**src/rtl/oc_pkg.sv**
```systemverilog
// Package: shared mode encoding and control word bit positions for the
// output compare channel. Assumes a 16-bit control word.
package oc_pkg;
    typedef enum logic [2:0] {
        OC_OFF         = 3'b000,
        OC_SET_HI      = 3'b001,
        OC_SET_LO      = 3'b010,
        OC_TOGGLE      = 3'b011,
        OC_ONE_PULSE   = 3'b100,
        OC_PULSE_TRAIN = 3'b101,
        OC_PWM         = 3'b110,
        OC_PWM_FLT     = 3'b111
    } oc_mode_e;

    localparam int CTL_W    = 16;
    localparam int TSEL_BIT = 3;
    localparam int FLT_BIT  = 4;
    localparam int SIDL_BIT = 13;
endpackage

```
**src/rtl/oc_tb_select.sv**
```systemverilog
// Timebase selector: passes one of two timer count/strobe pairs to the
// compare logic. Assumes both timers share the channel clock.
module oc_tb_select #(
    parameter int W = 16,
    parameter int N_TB = 2
) (
    input  logic [N_TB-1:0][W-1:0] cnt_in,
    input  logic [N_TB-1:0]        per_in,
    input  logic [$clog2(N_TB)-1:0] sel,
    output logic [W-1:0]           cnt,
    output logic                   per
);
    // Select the count and period strobe of the chosen timer.
    always_comb begin
        cnt = cnt_in[sel];
        per = per_in[sel];
    end
endmodule

```
**src/rtl/oc_fault_guard.sv**
```systemverilog
// Fault guard: latches a sticky fault flag while in the fault-enabled PWM
// mode and produces a hold that blanks the pin combinationally.
// Assumes fault_n is already synchronised to clk.
module oc_fault_guard
    import oc_pkg::*;
(
    input  logic     clk,
    input  logic     rst_n,
    input  oc_mode_e mode,
    input  logic     fault_n,
    input  logic     mode_chg,
    output logic     flt_q,
    output logic     hold
);
    logic fault_now;

    // Fault is live only in the fault-enabled PWM mode.
    always_comb fault_now = (mode == OC_PWM_FLT) && !fault_n;

    // Sticky flag: cleared only by a mode-changing control write.
    always_ff @(posedge clk) begin
        if (!rst_n)        flt_q <= 1'b0;
        else if (mode_chg) flt_q <= 1'b0;
        else if (fault_now) flt_q <= 1'b1;
    end

    // Hold the pin low as soon as the fault is seen or while it is latched.
    always_comb hold = flt_q || fault_now;

    p_flag_sticky_r8: assert property (@(posedge clk) disable iff (!rst_n)
        flt_q && !mode_chg |=> flt_q);
endmodule

```
**src/rtl/oc_pin_engine.sv**
```systemverilog
// Pin engine: per-mode next-state logic for the pin and the event pulse,
// plus the duty reload and one-shot auto-disable requests to the register
// file. Priority: mode change, then fault hold, then idle freeze, then mode.
module oc_pin_engine
    import oc_pkg::*;
#(
    parameter int W = 16
) (
    input  logic         clk,
    input  logic         rst_n,
    input  oc_mode_e     mode,
    input  oc_mode_e     new_mode,
    input  logic         mode_chg,
    input  logic         run,
    input  logic         hold,
    input  logic [W-1:0] cnt,
    input  logic         per,
    input  logic [W-1:0] pri,
    input  logic [W-1:0] sec,
    output logic         pin_q,
    output logic         irq_q,
    output logic         load_duty,
    output logic         auto_off
);
    logic hit_pri, hit_sec, pin_d, irq_d;

    // Compare the selected count against both compare registers.
    always_comb begin
        hit_pri = (cnt == pri);
        hit_sec = (cnt == sec);
    end

    // Next pin level, event and register requests for the current mode.
    always_comb begin
        pin_d     = pin_q;
        irq_d     = 1'b0;
        load_duty = 1'b0;
        auto_off  = 1'b0;
        if (mode_chg) begin
            pin_d = (new_mode == OC_SET_LO);
        end else if (hold) begin
            pin_d = 1'b0;
        end else if (run) begin
            case (mode)
                OC_SET_HI: if (hit_pri) begin pin_d = 1'b1; irq_d = 1'b1; end
                OC_SET_LO: if (hit_pri) begin pin_d = 1'b0; irq_d = 1'b1; end
                OC_TOGGLE: if (hit_pri) begin pin_d = !pin_q; irq_d = 1'b1; end
                OC_ONE_PULSE, OC_PULSE_TRAIN: begin
                    if (!pin_q && hit_pri) begin
                        pin_d = 1'b1;
                        irq_d = 1'b1;
                    end else if (pin_q && hit_sec) begin
                        pin_d    = 1'b0;
                        irq_d    = 1'b1;
                        auto_off = (mode == OC_ONE_PULSE);
                    end
                end
                OC_PWM, OC_PWM_FLT: begin
                    if (per) begin
                        load_duty = 1'b1;
                        pin_d     = (sec != '0);
                        irq_d     = 1'b1;
                    end else if (pin_q && hit_pri) begin
                        pin_d = 1'b0;
                    end
                end
                default: pin_d = 1'b0;
            endcase
        end
    end

    // Register the pin level and the event pulse.
    always_ff @(posedge clk) begin
        if (!rst_n) begin
            pin_q <= 1'b0;
            irq_q <= 1'b0;
        end else begin
            pin_q <= pin_d;
            irq_q <= irq_d;
        end
    end

    p_init_level_r2: assert property (@(posedge clk) disable iff (!rst_n)
        mode_chg |=> pin_q == ($past(new_mode) == OC_SET_LO));
    p_idle_freeze_r9: assert property (@(posedge clk) disable iff (!rst_n)
        !mode_chg && !hold && mode != OC_OFF && !run |=> $stable(pin_q) && !irq_q);
endmodule

```
**src/rtl/oc_channel.sv**
```systemverilog
// Output compare channel top: control and compare registers, timebase
// selection, fault guard and pin engine. Register writes take effect on
// the next clock edge; a hardware duty reload wins over a software write
// to the primary register in the same cycle.
module oc_channel
    import oc_pkg::*;
#(
    parameter int W = 16
) (
    input  logic         clk,
    input  logic         rst_n,
    input  logic         cpu_idle,
    input  logic         fault_n,
    input  logic [W-1:0] tmr_a_count,
    input  logic         tmr_a_period,
    input  logic [W-1:0] tmr_b_count,
    input  logic         tmr_b_period,
    input  logic         ctl_we,
    input  logic [15:0]  ctl_wdata,
    input  logic         pri_we,
    input  logic [W-1:0] pri_wdata,
    input  logic         sec_we,
    input  logic [W-1:0] sec_wdata,
    output logic [15:0]  ctl_rdata,
    output logic [W-1:0] pri_rdata,
    output logic         pin_out,
    output logic         evt_out
);
    oc_mode_e     mode_q, new_mode;
    logic         tsel_q, sidl_q, flt_q, hold, run, mode_chg;
    logic [W-1:0] pri_q, sec_q, cnt;
    logic         per, pin_q, irq_q, load_duty, auto_off;
    logic         unused_ctl_bits;

    // Decode the written mode and whether it changes the current one.
    always_comb begin
        new_mode        = oc_mode_e'(ctl_wdata[2:0]);
        mode_chg        = ctl_we && (new_mode != mode_q);
        run             = (mode_q != OC_OFF) && !(sidl_q && cpu_idle);
        unused_ctl_bits = ^{ctl_wdata[15:14], ctl_wdata[12:4]};
    end

    // Control register: software write, or one-shot fall-back to disabled.
    always_ff @(posedge clk) begin
        if (!rst_n) begin
            mode_q <= OC_OFF;
            tsel_q <= 1'b0;
            sidl_q <= 1'b0;
        end else if (ctl_we) begin
            mode_q <= new_mode;
            tsel_q <= ctl_wdata[TSEL_BIT];
            sidl_q <= ctl_wdata[SIDL_BIT];
        end else if (auto_off) begin
            mode_q <= OC_OFF;
        end
    end

    // Compare registers: duty reload takes priority over a software write.
    always_ff @(posedge clk) begin
        if (!rst_n) begin
            pri_q <= '0;
            sec_q <= '0;
        end else begin
            if (load_duty)   pri_q <= sec_q;
            else if (pri_we) pri_q <= pri_wdata;
            if (sec_we)      sec_q <= sec_wdata;
        end
    end

    oc_tb_select #(.W(W), .N_TB(2)) u_tbsel (
        .cnt_in ({tmr_b_count, tmr_a_count}),
        .per_in ({tmr_b_period, tmr_a_period}),
        .sel    (tsel_q),
        .cnt    (cnt),
        .per    (per)
    );

    oc_fault_guard u_fault (
        .clk      (clk),
        .rst_n    (rst_n),
        .mode     (mode_q),
        .fault_n  (fault_n),
        .mode_chg (mode_chg),
        .flt_q    (flt_q),
        .hold     (hold)
    );

    oc_pin_engine #(.W(W)) u_engine (
        .clk       (clk),
        .rst_n     (rst_n),
        .mode      (mode_q),
        .new_mode  (new_mode),
        .mode_chg  (mode_chg),
        .run       (run),
        .hold      (hold),
        .cnt       (cnt),
        .per       (per),
        .pri       (pri_q),
        .sec       (sec_q),
        .pin_q     (pin_q),
        .irq_q     (irq_q),
        .load_duty (load_duty),
        .auto_off  (auto_off)
    );

    // Drive outputs; the fault hold blanks the pin without waiting a clock.
    always_comb begin
        pin_out   = pin_q && !hold;
        evt_out   = irq_q;
        pri_rdata = pri_q;
        ctl_rdata = {2'b00, sidl_q, 8'h00, flt_q, tsel_q, mode_q};
    end

    p_fault_pin_r8: assert property (@(posedge clk) disable iff (!rst_n)
        mode_q == OC_PWM_FLT && !fault_n |-> !pin_out);
    p_oneshot_off_r6: assert property (@(posedge clk) disable iff (!rst_n)
        auto_off && !ctl_we |=> mode_q == OC_OFF);
    p_off_quiet_r10: assert property (@(posedge clk) disable iff (!rst_n)
        mode_q == OC_OFF && !ctl_we |=> !evt_out && !pin_out);
endmodule

```
**config.mk**
```make
export PLATFORM = sky130hd
export DESIGN_NAME = oc_channel
export DESIGN_NICKNAME = d
export VERILOG_FILES = /design/src/rtl/oc_pkg.sv /design/src/rtl/oc_tb_select.sv /design/src/rtl/oc_fault_guard.sv /design/src/rtl/oc_pin_engine.sv /design/src/rtl/oc_channel.sv
export SDC_FILE = /design/constraint.sdc
export NUM_CORES = 1
export LEC_CHECK = 0
export BUFFER_PORTS_ARGS = -buffer_cell sky130_fd_sc_hd__buf_2
export CAP_MARGIN = 20
export CORE_ASPECT_RATIO = 1.1
export CORE_MARGIN = 2
export CORE_UTILIZATION = 47
export CTS_CLUSTER_DIAMETER = 120
export DETAILED_ROUTE_END_ITERATION = 12
export PLACE_DENSITY_LB_ADDON = 0.15
export SYNTH_ARGS = -nofsm -noshare
export SYNTH_HDL_FRONTEND = slang
export SYNTH_SLANG_ARGS = --single-unit
```
**constraint.sdc**
```tcl
create_clock -name clk -period 2.15 [get_ports clk]
set_input_delay 0.43 -clock clk [delete_from_list [all_inputs] [get_ports clk]]
set_output_delay 0.43 -clock clk [all_outputs]
set_load 0.03 [all_outputs]
```
Word level (Yosys, flattened, before mapping)
Index checks and enable logic that the tools add are counted.
Widths: inputs -> output; s select.
{"block": "word_totals", "register_bits": 40, "inputBits": 89, "out_inout_bits": 34}
{"block": "classes", "mux": 34, "n_reduce_logical": 24, "magnitude_cmp": 1, "n_eq_ne": 16, "bitwise_logic": 2}
{"cell": "$mux 16", "count": 4}
{"cell": "$eq 16x16->1", "count": 2}
{"cell": "$mux 1", "count": 26}
{"cell": "$reduce_bool 16->1", "count": 1}
{"cell": "$eq 3x3->1 const B", "count": 4}
{"cell": "$ne 4x3->1 const B", "count": 3}
{"cell": "$eq 3x2->1 const B", "count": 3}
{"cell": "$logic_and 1x1->1", "count": 8}
{"cell": "$mux 3", "count": 2}
{"cell": "$reduce_and 6->1", "count": 1}
{"cell": "$reduce_bool 3->1", "count": 2}
{"cell": "$reduce_or 2->1", "count": 3}
{"cell": "$ne 5x3->1 const B", "count": 1}
{"cell": "$ne 5x4->1 const B", "count": 1}
{"cell": "$pmux 1 s5", "count": 1}
{"cell": "$logic_not 1->1", "count": 4}
{"cell": "$reduce_bool 2->1", "count": 2}
{"cell": "$reduce_or 4->1", "count": 1}
{"cell": "$eq 3x1->1 const B", "count": 1}
{"cell": "$ne 3x3->1", "count": 1}
{"cell": "$pmux 1 s3", "count": 1}
{"cell": "$reduce_or 3->1", "count": 1}
{"cell": "$lt 1x2->1 const B", "count": 1}
{"cell": "$not 1->1", "count": 2}
{"cell": "$logic_or 1x1->1", "count": 1}

Logic depth before layout (Yosys ltp)
Gate-level depths: netlist of run 1.
{"block": "logic_depth", "word_depth": 12, "depth_mapped": 9, "depth_no_buf": 7}

By module
From an unflattened synthesis of run 1, not the netlist that was laid out.
{"block": "unflattened", "cells_unflattened": 277, "hier_area_um2": 2790.2}
{"mod": "oc_channel", "instances": 1, "area_each_um2": 1810.5, "cells_per_inst": 163}
{"mod": "oc_pin_engine", "instances": 1, "area_each_um2": 671.9, "cells_per_inst": 89}
{"mod": "oc_tb_select", "instances": 1, "area_each_um2": 260.2, "cells_per_inst": 19}
{"mod": "oc_fault_guard", "instances": 1, "area_each_um2": 47.5, "cells_per_inst": 6}

Worst setup path before layout of run 1
OpenSTA, ideal clock, no wires.
{"block": "synth_path", "path_type": "reg2reg", "start": "register mode_q[2]", "end": "register pri_q[0], in the netlist pri_rdata[0]", "t_arrival_ns": 1.849, "path_buffers": 2, "setup_slack_ns": 0.185, "setup_ns": 0.116, "period_less_slack_ns": 1.965, "path_stages_with_launch": 8, "cell_sequence": "dfxtp_1 buf_2 xor2_1 o31ai_1 and3_1 nand4_1 clkbuf_1 o211a_1"}
{"block": "synth_between", "elab_chain_len": 7}
{"element": "start: declaration", "line": "oc_channel.sv:29", "text": "oc_mode_e mode_q, new_mode;"}
{"element": "start signal: assignment", "line": "oc_channel.sv:50", "text": "mode_q <= new_mode;"}
{"element": "$eq 3x3->1 (on tied branches)", "line": "oc_pin_engine.sv:44, oc_fault_guard.sv:18"}
{"element": "$reduce_or 2->1", "line": "oc_pin_engine.sv:44", "text": "case (mode)"}
{"element": "$mux 1", "line": "oc_pin_engine.sv:44"}
{"element": "$mux 1", "line": "oc_pin_engine.sv:43", "text": "end else if (run) begin"}
{"element": "$mux 1", "line": "oc_pin_engine.sv:41", "text": "end else if (hold) begin"}
{"element": "$mux 1 *", "line": "oc_pin_engine.sv:39", "text": "if (mode_chg) begin"}
{"element": "$mux 16 or $reduce_bool 2->1 (tied branches)"}
{"element": "end signal: assignment", "line": "oc_channel.sv:64", "text": "if (load_duty) pri_q <= sec_q;"}
{"element": "end signal: assignment", "line": "oc_channel.sv:65", "text": "else if (pri_we) pri_q <= pri_wdata;"}
{"element": "end: declaration", "line": "oc_channel.sv:31", "text": "logic [W-1:0] pri_q, sec_q, cnt;"}
Every way passes the cells marked *; elsewhere a longest branch is shown, timed or not.
A chain may end at the register's enable or synchronous reset.

Final worst setup path of run 1
{"block": "layout_path", "start": "register tsel_q", "end": "register u_engine.pin_q"}
{"block": "layout_between", "elab_chain_len": 9}
{"element": "start: declaration", "line": "oc_channel.sv:30", "text": "logic tsel_q, sidl_q, flt_q, hold, run, mode_chg;"}
{"element": "start signal: assignment", "line": "oc_channel.sv:51", "text": "tsel_q <= ctl_wdata[TSEL_BIT];"}
{"element": "$mux 16 (not written as such) (2 in a row)", "line": "oc_tb_select.sv:15", "text": "cnt = cnt_in[sel];"}
{"element": "$eq 16x16->1", "line": "oc_pin_engine.sv:29", "text": "hit_pri = (cnt == pri);"}
{"element": "$logic_and 1x1->1", "line": "oc_pin_engine.sv:49", "text": "if (!pin_q && hit_pri) begin"}
{"element": "$mux 1", "line": "oc_pin_engine.sv:49"}
{"element": "$pmux 1 s5", "line": "oc_pin_engine.sv:44"}
{"element": "$mux 1", "line": "oc_pin_engine.sv:43"}
{"element": "$mux 1", "line": "oc_pin_engine.sv:41"}
{"element": "$mux 1", "line": "oc_pin_engine.sv:39"}
{"element": "end signal: assignment", "line": "oc_pin_engine.sv:78", "text": "pin_q <= pin_d;"}
{"element": "end: declaration", "line": "oc_pin_engine.sv:20", "text": "output logic pin_q,"}
Several ways; a longest one is shown, not always the timed one. The select of a mux whose other input is x is not followed.

==> impl_metrics.csv, run 1 <==
group,metric,value,unit
timing,finalHoldViolations,0,
logic_synthesis,synthDistinctLibCells,43,
clock_network,insertion_delay,300,ps
cells_and_area,drive_gt1_share,41.76,%
logic_synthesis,synth-async-reset-ratio,0,%
die,die_y,82.16,um
hold_path,worstHoldEndpoint,"sec_q[11]$_SDFFE_PN0P_",
worst_setup_path,r2r_slack,40,ps
cells_and_area,seq_area,804.5,um2
logic_synthesis,synth_top_area_share,30.68,%
die,core_area,5360,um2
placement,port_buffers,101,
logic_synthesis,ys_top_cells_by_area,"dfxtp_1, mux2i_1, xnor2_1",
logic_synthesis,netlist_area,2610,um2
hold_path,holdPathStages,3,
hold_path,hold_path.class,"in -> reg",
timing,min_period,2112,ps
detailed_routing,ant_nets,0,
clock_network,clockRootBuffer,"clkbuf_8",
timing,worst_slew_pin_slew,534.3,ps
die,placementRows,28,
worst_setup_path,crit_family,"simple AND/OR/NAND/NOR gates",
global_route,grt_usage,21.66,%
worst_setup_path,cp.required,2330,ps
timing,finalClockSkew,6.612,ps
worst_setup_path,crit_path_max_incr_delay,410,ps
worst_setup_path,path_max_fanout,4,
logic_synthesis,syn_area_per_cell,9.775,um2
clock_network,clock-sinks,40,
detailed_routing,firstDrtPassIters,4,
cells_and_area,multiInputGateArea,1755,um2
global_route,overflow,0,
logic_synthesis,syn_inst,267,
die,dieArea,6166,um2
cells_and_area,n_antenna_cell,0,
outcome,run_status,"finished, final reports clean",
logic_synthesis,synth_top_family_by_area,"multiplexers",
worst_setup_path,path_cells,"buf_4, mux2i_4, xnor2_1, nor4_2, nand4_4, o221ai_2, o21a_2, o22ai_2",
logic_synthesis,synth-seq-cells,40,
clock_network,cts_buffers,5,
timing,whs,389.4,ps
clock_network,clk_pin_slew,80,ps
worst_setup_path,rr_endpoint,"u_engine.pin_q$_SDFFE_PN0P_",
worst_setup_path,ff2ff_path_depth,8,
timing,slew_viol_final,0,
timing,clock.fmax,0.4735,GHz
worst_setup_path,worstPathArrival,2290,ps
worst_setup_path,critPathBufInv,1,
global_route,first_global_vias,2136,
clock_network,cts_buffer_depth,2,
detailed_routing,drt_wl_total,6641,um
logic_synthesis,synth-compound-area-share,11.36,%
worst_setup_path,r2r-start,"tsel_q$_SDFFE_PN0P_",
timing,rsz0062_at_grt,"true",
logic_synthesis,synthFlopType,"dfxtp_1",
logic_synthesis,synthMuxAreaShare,22.72,%
die,ios,123,
logic_synthesis,yosys_warnings,0,
die,initial_core_util,48.69,%
detailed_routing,wl_per_cell,14.73,um
logic_synthesis,yosysMostFrequentCell,"mux2i_1",
global_route,grt_pass1_wl,10100,um
power,power.density,610.2,nW/um2
placement,hpwl,4928,um
power,p_leak,1.736,nW
clock_network,cts_tree,"yes",
cells_and_area,nets,465,
logic_synthesis,yosys.area.top_type,"dfxtp_1",
global_route,antenna_found_initial,0,
worst_setup_path,end_kind,"register",
logic_synthesis,synth_edf_count,0,
logic_synthesis,yosys.area_share.simple,15.72,%
cells_and_area,nFillCells,480,
hold_path,hold_start,"sec_wdata[11]",
cells_and_area,area_delta_synth_final,34.52,%
detailed_routing,drt_iter0_markers,65,
clock_network,htree_levels,2,
power,irDropWorstVdd,0.3848,mV
detailed_routing,vias,2281,
run,cap_viol_max_count,0,
logic_synthesis,synth_top_cells_by_count,"mux2i_1, dfxtp_1, xnor2_1, nand2_1, nor2b_1",
global_route,grt_max_degree,33,
logic_synthesis,synth-xor-area-share,11.74,%
die,fp.dieW,75.05,um
timing,setup_viol,0,
logic_synthesis,synthAdderAreaFrac,0,%
cells_and_area,stdcell_area,3511,um2
placement,place_area,3227,um2
logic_synthesis,yosysSeqAreaShare,30.68,%
worst_setup_path,worstSetupPathType,"reg -> reg",
detailed_routing,drc_errors,0,
timing,timing.final.crit_share,98.23,%
cells_and_area,post-route-util,65.50,%
timing,max_slew_margin,64.38,%
placement,gp_congestion,0.8694,
worst_setup_path,start_kind,"register",
detailed_routing,avgViaCountPerCell,5.058,
clock_network,cts_hold_buf,0,
worst_setup_path,slowest_stage,"dfxtp_4",
## worst reg2reg max path: stages, from the launching register on
cell	delay (ps)
dfxtp_4	410
buf_4	190
mux2i_4	260
xnor2_1	110
nor4_2	390
nand4_4	180
o221ai_2	240
o21a_2	150
o22ai_2	60
## layer usage
layer | vias to the layer above | wire length [um] | global-route usage [%]
met3 | 6 | 298 | 3.398
li1 | 1142 | - | -
met5 | - | 0 | 0
met4 | 0 | 56 | 7.321
met1 | 1067 | 2773 | 26.11
met2 | 66 | 3513 | 38.77
## registers in the layout, summed over array words and instances, names as in the netlist
signal and count:
tsel_q 1, sec_q 16, sidl_q 1, pri_rdata 16, mode_q 3, u_engine.irq_q 1, u_fault.flt_q 1, u_engine.pin_q 1
## layout by cell type (no fill, tap or decap), types with 6 or more instances in the layout
cell type / Yosys / final
buf_2: 2 / 101
buf_4: 13 / 16
conb_1: 1 / 10
dfxtp_1: 40 / 39
mux2i_1: 45 / 37
mux2i_4: 4 / 10
nand2_1: 23 / 23
nor2b_1: 20 / 20
nor4_1: 8 / 6
o211a_1: 16 / 16
xnor2_1: 31 / 30
## logic make-up after synthesis
logic type,Yosys count
AO/OA/AOI/OAI,33
XOR/XNOR,35
buffers and inverters,33
flip-flops,40
multiplexers,53
other,1
AND/OR/NAND/NOR,72
## power breakdown
part,total (mW),switching [mW],internal (mW)
combinational,0.579,0.292,0.287
clock,0.726,0.269,0.457
sequential,0.838,0.0545,0.783
## stage by stage
| step | TNS (ps) | setup slack [ps] | total power [mW] | cells |
|---|---|---|---|---|
| 3_5_place_dp | -158.5 | -119.9 | 1.390 | 442 |
| 3_3_place_gp | -80.33 | -80.07 | 1.383 | 442 |
| 2_1_floorplan | 0 | 184.9 | 1.221 | 276 |
| 4_1_cts | 0 | 13.44 | 2.121 | 449 |
| 6_report | 0 | 38.08 | 2.142 | 451 |
| 5_1_grt | -45.39 | -45.39 | 2.241 | 451 |
## worst max-delay path by stage
stage | from | to | slack, ps | cells past startpoint
CTS | tsel_q$_SDFFE_PN0P_ | u_engine.pin_q$_SDFFE_PN0P_ | 10 | 9
floorplan | mode_q[2]$_SDFFE_PN0P_ | pri_rdata[0]$_SDFFE_PN0P_ | 180 | 7
global route | tsel_q$_SDFFE_PN0P_ | u_engine.pin_q$_SDFFE_PN0P_ | -50 | 9
global placement | tsel_q$_SDFFE_PN0P_ | u_engine.pin_q$_SDFFE_PN0P_ | -80 | 9
finish | tsel_q$_SDFFE_PN0P_ | u_engine.pin_q$_SDFFE_PN0P_ | 40 | 8
detailed placement | tsel_q$_SDFFE_PN0P_ | u_engine.pin_q$_SDFFE_PN0P_ | -120 | 9
## final cells by class
cell class	count	share of cell area, %
inverter	4	0.4277
clock buffer	5	1.960
tap	75	2.673
multi-input combinational	203	50.00
timing repair buffer	122	20.31
clock inverter	2	1.711
sequential	40	22.92
## timing repair
action	4_1_cts	5_1_grt
setup endpoints to repair	3	3
buffers inserted	0	1
pin swaps	4	6
gates cloned	0	1
gates resized for setup	6	16
Note: power is estimated with default switching activity, not from simulation.
==> run 2, diff against run 1 <==
--- a/config.mk
+++ b/config.mk
@@ -13,6 +13,7 @@
 export CTS_CLUSTER_DIAMETER = 120
 export DETAILED_ROUTE_END_ITERATION = 12
 export PLACE_DENSITY_LB_ADDON = 0.15
+export SETUP_SLACK_MARGIN = 0.2
 export SYNTH_ARGS = -nofsm -noshare
 export SYNTH_HDL_FRONTEND = slang
 export SYNTH_SLANG_ARGS = --single-unit
==> impl_metrics.csv, run 2 (synthesis gave the netlist of run 1 again) <==
group,metric,value,unit
outcome,run_status,"finished, final reports clean",
global_route,grt_util_met1,27.36,%
global_route,first_global_vias,2074,
placement,hpwl,4823,um
placement,port_buffers,101,
timing,timing.final.crit_share,95.91,%
power,irDropWorstVdd,0.3933,mV
clock_network,clk_pin_slew,80,ps
global_route,overflow,0,
die,fp.dieW,75.05,um
global_route,top_usage_layer,"met2",
detailed_routing,drc_errors,0,
detailed_routing,drt_wl_total,6433,um
cells_and_area,multiInputGateArea,1748,um2
clock_network,cts_buffers,5,
hold_path,hold_start,"sec_wdata[2]",
die,ios,123,
clock_network,cts_hold_buf,0,
die,initial_core_util,48.69,%
worst_setup_path,cp.required,2320,ps
hold_path,holdPathStages,3,
clock_network,htree_levels,2,
timing,min_period,2062,ps
cells_and_area,layout_common_cells,"buf_2, dfxtp_1, mux2i_1",
cells_and_area,n_antenna_cell,0,
clock_network,clockRootBuffer,"clkbuf_8",
global_route,use_met2,36.23,%
global_route,grt_usage,21.16,%
power,power.density,601.5,nW/um2
global_route,grt_pass1_wl,9880,um
worst_setup_path,worstPathArrival,2240,ps
timing,max_slew_margin,63.72,%
detailed_routing,drt_iter0_markers,58,
worst_setup_path,ff2ff_path_depth,8,
timing,finalClockSkew,7.590,ps
global_route,use_met3,4.248,%
worst_setup_path,worstSetupPathType,"reg -> reg",
detailed_routing,avgViaCountPerCell,5.038,
cells_and_area,nets,460,
clock_network,cts_buffer_depth,2,
timing,fin_tns_setup,0,ps
clock_network,clock-sinks,40,
power,p_leak,1.705,nW
cells_and_area,stdcell_area,3456,um2
global_route,antenna_found_initial,0,
worst_setup_path,r2r_slack,90,ps
detailed_routing,wl_per_cell,14.39,um
cells_and_area,area_delta_synth_final,32.41,%
timing,rsz0062_at_grt,"true",
worst_setup_path,start_kind,"register",
die,die_y,82.16,um
detailed_routing,firstDrtPassIters,4,
timing,slew_viol_final,0,
global_route,grt_max_degree,33,
timing,finalHoldViolations,0,
placement,gp_congestion,0.8503,
die,placementRows,28,
cells_and_area,seq_area,805.8,um2
cells_and_area,nFillCells,478,
cells_and_area,drive_gt1_share,42.20,%
worst_setup_path,end_kind,"register",
cells_and_area,mostFrequentLayoutCell,"buf_2",
hold_path,worstHoldEndpoint,"sec_q[2]$_SDFFE_PN0P_",
worst_setup_path,rr_endpoint,"u_engine.pin_q$_SDFFE_PN0P_",
clock_network,cts_tree,"yes",
detailed_routing,vias,2252,
worst_setup_path,path_max_fanout,9,
run,cap_viol_max_count,0,
clock_network,insertion_delay,290,ps
placement,place_area,3186,um2
timing,worst_slew_pin_slew,544.2,ps
detailed_routing,ant_nets,0,
worst_setup_path,r2r-start,"tsel_q$_SDFFE_PN0P_",
timing,setup_viol,0,
hold_path,hold_path.class,"in -> reg",
timing,clock.fmax,0.4849,GHz
die,core_area,5360,um2
die,dieArea,6166,um2
run 2: changes by cell type in the layout (fill, tap and decap cells not counted), sizes merged:
cell    delta
buf        -4
bufinv     -1
clkbuf     +1
run 2: metal layers:
layer	wire [um]	vias to the layer above
li1	-	1127
met1	2809	1053
met2	3297	66
met3	278	6
met4	47	0
met5	0	-
run 2: worst max path at each step:
stage,startpoint,end
after floorplan,tsel_q$_SDFFE_PN0P_,u_engine.pin_q$_SDFFE_PN0P_
after global routing,tsel_q$_SDFFE_PN0P_,u_engine.pin_q$_SDFFE_PN0P_
final,tsel_q$_SDFFE_PN0P_,u_engine.pin_q$_SDFFE_PN0P_
after global placement,tsel_q$_SDFFE_PN0P_,u_engine.pin_q$_SDFFE_PN0P_
after detailed placement,tsel_q$_SDFFE_PN0P_,u_engine.pin_q$_SDFFE_PN0P_
after CTS,tsel_q$_SDFFE_PN0P_,u_engine.pin_q$_SDFFE_PN0P_
run 2: metrics by stage:
stage	setup slack, ps	power, mW	utilization (%)	hold slack (ps)	std cells
3_5_place_dp	-45.49	1.382	59.43	551.5	438
4_1_cts	77.94	2.090	64.17	387.6	447
3_3_place_gp	-51.90	1.376	59.43	540.7	438
2_1_floorplan	221.7	1.222	-	507.0	276
5_1_grt	-37.47	2.177	64.47	401.6	447
6_report	87.89	2.079	64.47	388.7	447
run 2: final cells by class:
type,count,share of cell area [%]
sequential,40,23.32
multi-input combinational,203,50.58
tap,75,2.715
timing repair buffer,117,19.30
inverter,4,0.4345
clock inverter,1,0.8689
clock buffer,7,2.788
run 2: what timing repair did:
item / 4_1_cts / 5_1_grt
gates resized for setup: 24 / 4
setup endpoints to repair: 3 / 20
hold endpoints to repair: 0 / 0
pin swaps: 5 / 1
buffers inserted: 1 / 0
run 2: power by group:
| group | leakage (nW) | internal (mW) | switching [mW] |
|---|---|---|---|
| clock | 0.0645 | 0.410 | 0.266 |
| combinational | 1.31 | 0.276 | 0.292 |
| sequential | 0.331 | 0.784 | 0.0513 |
run 2: worst max-delay path, cell delays in order (launching register included):
cell and delay (ps):
dfxtp_4 380, buf_12 160, mux2i_2 280, xnor2_1 110
nor4_2 410, nand4_4 170, o221ai_2 220, o21a_2 150
o22ai_2 60
==> run 3, diff against run 2 <==
--- a/config.mk
+++ b/config.mk
@@ -7,12 +7,11 @@
 export LEC_CHECK = 0
 export BUFFER_PORTS_ARGS = -buffer_cell sky130_fd_sc_hd__buf_2
 export CAP_MARGIN = 20
-export CORE_ASPECT_RATIO = 1.1
 export CORE_MARGIN = 2
 export CORE_UTILIZATION = 47
 export CTS_CLUSTER_DIAMETER = 120
 export DETAILED_ROUTE_END_ITERATION = 12
-export PLACE_DENSITY_LB_ADDON = 0.15
+export PLACE_DENSITY_LB_ADDON = 0.08
 export SETUP_SLACK_MARGIN = 0.2
 export SYNTH_ARGS = -nofsm -noshare
 export SYNTH_HDL_FRONTEND = slang
==> impl_metrics.csv, run 3 (synthesis gave the netlist of run 1 again) <==
group,metric,value,unit
outcome,run_status,"finished, final reports clean",
worst_setup_path,worstSetupPathType,"reg -> reg",
power,share_seq_of_total_power,41.5,%
detailed_routing,avgViaCountPerCell,5.082,
cells_and_area,seq_area,810.8,um2
clock_network,cts_buffer_depth,2,
detailed_routing,wl_per_cell,14.99,um
global_route,overflow,0,
cells_and_area,mostFrequentLayoutCell,"buf_2",
die,fp.dieW,78.52,um
timing,setup_viol,0,
worst_setup_path,path_max_fanout,8,
timing,min_period,2072,ps
placement,pre_cts_ws,-49.10,ps
global_route,grt_pass1_wl,10520,um
power,p_leak,1.730,nW
detailed_routing,drt_iter0_markers,151,
detailed_routing,drc_errors,0,
die,placementRows,27,
cells_and_area,layout_common_cells,"buf_2, mux2i_1, dfxtp_1",
clock_network,cts_hold_buf,0,
worst_setup_path,r2r_slack,80,ps
cells_and_area,multiInputGateArea,1725,um2
detailed_routing,drt_wl_total,6747,um
cells_and_area,area_delta_synth_final,33.17,%
global_route,grt_usage,21.75,%
cells_and_area,drive_gt1_share,43.39,%
timing,clock.fmax,0.4825,GHz
power,power.density,581.9,nW/um2
clock_network,cts_buffers,5,
detailed_routing,ant_nets,0,
global_route,grt_max_degree,35,
power,p_int,1.410,mW
clock_network,cts_tree,"yes",
die,ios,123,
worst_setup_path,start_kind,"register",
die,core_area,5439,um2
power,combPwrFrac,28.5,%
global_route,first_global_vias,2112,
worst_setup_path,cp.required,2380,ps
timing,worst_slew_pin_slew,602.9,ps
timing,rsz0062_at_grt,"true",
clock_network,insertion_delay,290,ps
timing,whs,386.3,ps
power,clockPowerShare,30.0,%
detailed_routing,vias,2287,
worst_setup_path,end_kind,"register",
placement,port_buffers,101,
timing,finalHoldViolations,0,
cells_and_area,n_antenna_cell,0,
timing,setup_ws,77.67,ps
placement,place_inst,436,
cells_and_area,instances_no_fill,450,
power,swShare,30.30,%
clock_network,clock-sinks,40,
die,dieArea,6165,um2
worst_setup_path,worstPathArrival,2300,ps
clock_network,htree_levels,2,
timing,finalClockSkew,10.06,ps
placement,gp_congestion,0.9038,
hold_path,hold_path.class,"in -> reg",
cells_and_area,nets,466,
global_route,antenna_found_initial,0,
power,switchingPower,612.8,uW
die,die_y,78.52,um
placement,hpwl,4971,um
cells_and_area,nFillCells,480,
clock_network,clk_pin_slew,80,ps
timing,fin_tns_setup,0,ps
run,cap_viol_max_count,0,
detailed_routing,firstDrtPassIters,4,
timing,slew_viol_final,0,
timing,timing.final.crit_share,96.39,%
placement,place_area,3202,um2
timing,max_slew_margin,59.81,%
power,irDropWorstVdd,0.4434,mV
clock_network,clockRootBuffer,"clkbuf_8",
cells_and_area,stdcell_area,3476,um2
die,initial_core_util,47.99,%
-- run 3: cell types whose count changed in the layout (fill, tap and decap cells not counted), sizes merged --
cell    previous run  this run
buf              117       123
clkbuf             7         6
clkinv             0         1
-- run 3: per-stage QoR --
| step | total power, mW | utilization [%] |
|---|---|---|
| 2_1_floorplan | 1.222 | - |
| 3_3_place_gp | 1.380 | 58.87 |
| 3_5_place_dp | 1.385 | 58.87 |
| 4_1_cts | 2.015 | 62.64 |
| 5_1_grt | 2.123 | 63.91 |
| 6_report | 2.023 | 63.91 |
-- run 3: timing repair --
action	4_1_cts	5_1_grt
gates cloned	1	0
gates resized for setup	13	12
setup endpoints to repair	3	4
pin swaps	4	5
setup buffers	2	3
-- run 3: worst max-delay path, cell delays in order, from the launching register on --
cell	delay, ps
dfxtp_4	400
buf_12	150
buf_4	120
mux2i_2	280
xnor2_1	110
nor4_2	240
nand4_2	210
buf_4	180
nor3_1	150
nor3_1	80
o22ai_2	80
-- run 3: cell type report --
type                            count  share of cell area, %
Clock buffer                        6                  2.088
Clock inverter                      2                  1.008
Inverter                            4                 0.4320
Multi-Input combinational cell    203                  49.64
Sequential cell                    40                  23.33
Tap cell                           72                  2.592
Timing Repair Buffer              123                  20.91
-- run 3: metal layers --
layer	share of wire [%]	vias to the layer above	track usage (%)	routed length [um]
met5	0	-	0	0
met4	1.8	0	6.140	123
met3	6.0	11	4.368	402
met2	45	81	32.91	3037
met1	47	1055	31.25	3184
li1	-	1140	-	-
-- run 3: final timing paths --
kind                                             start                          end  depth (start not counted)
worst min-delay path                      ctl_wdata[3]          tsel_q$_SDFFE_PN0P_                          3
worst max-delay path               tsel_q$_SDFFE_PN0P_  u_engine.pin_q$_SDFFE_PN0P_                         10
worst min register to register  mode_q[1]$_SDFFE_PN0P_       mode_q[1]$_SDFFE_PN0P_                          2
worst max register to register     tsel_q$_SDFFE_PN0P_  u_engine.pin_q$_SDFFE_PN0P_                         10
-- run 3: power by group through the flow --
stage	sequential, mW	clock, mW	combinational, mW
global placement	0.854	0	0.526
finish	0.840	0.607	0.576
CTS	0.838	0.617	0.560
detailed placement	0.854	0	0.531
floorplan	0.881	0	0.341
global route	0.847	0.654	0.622
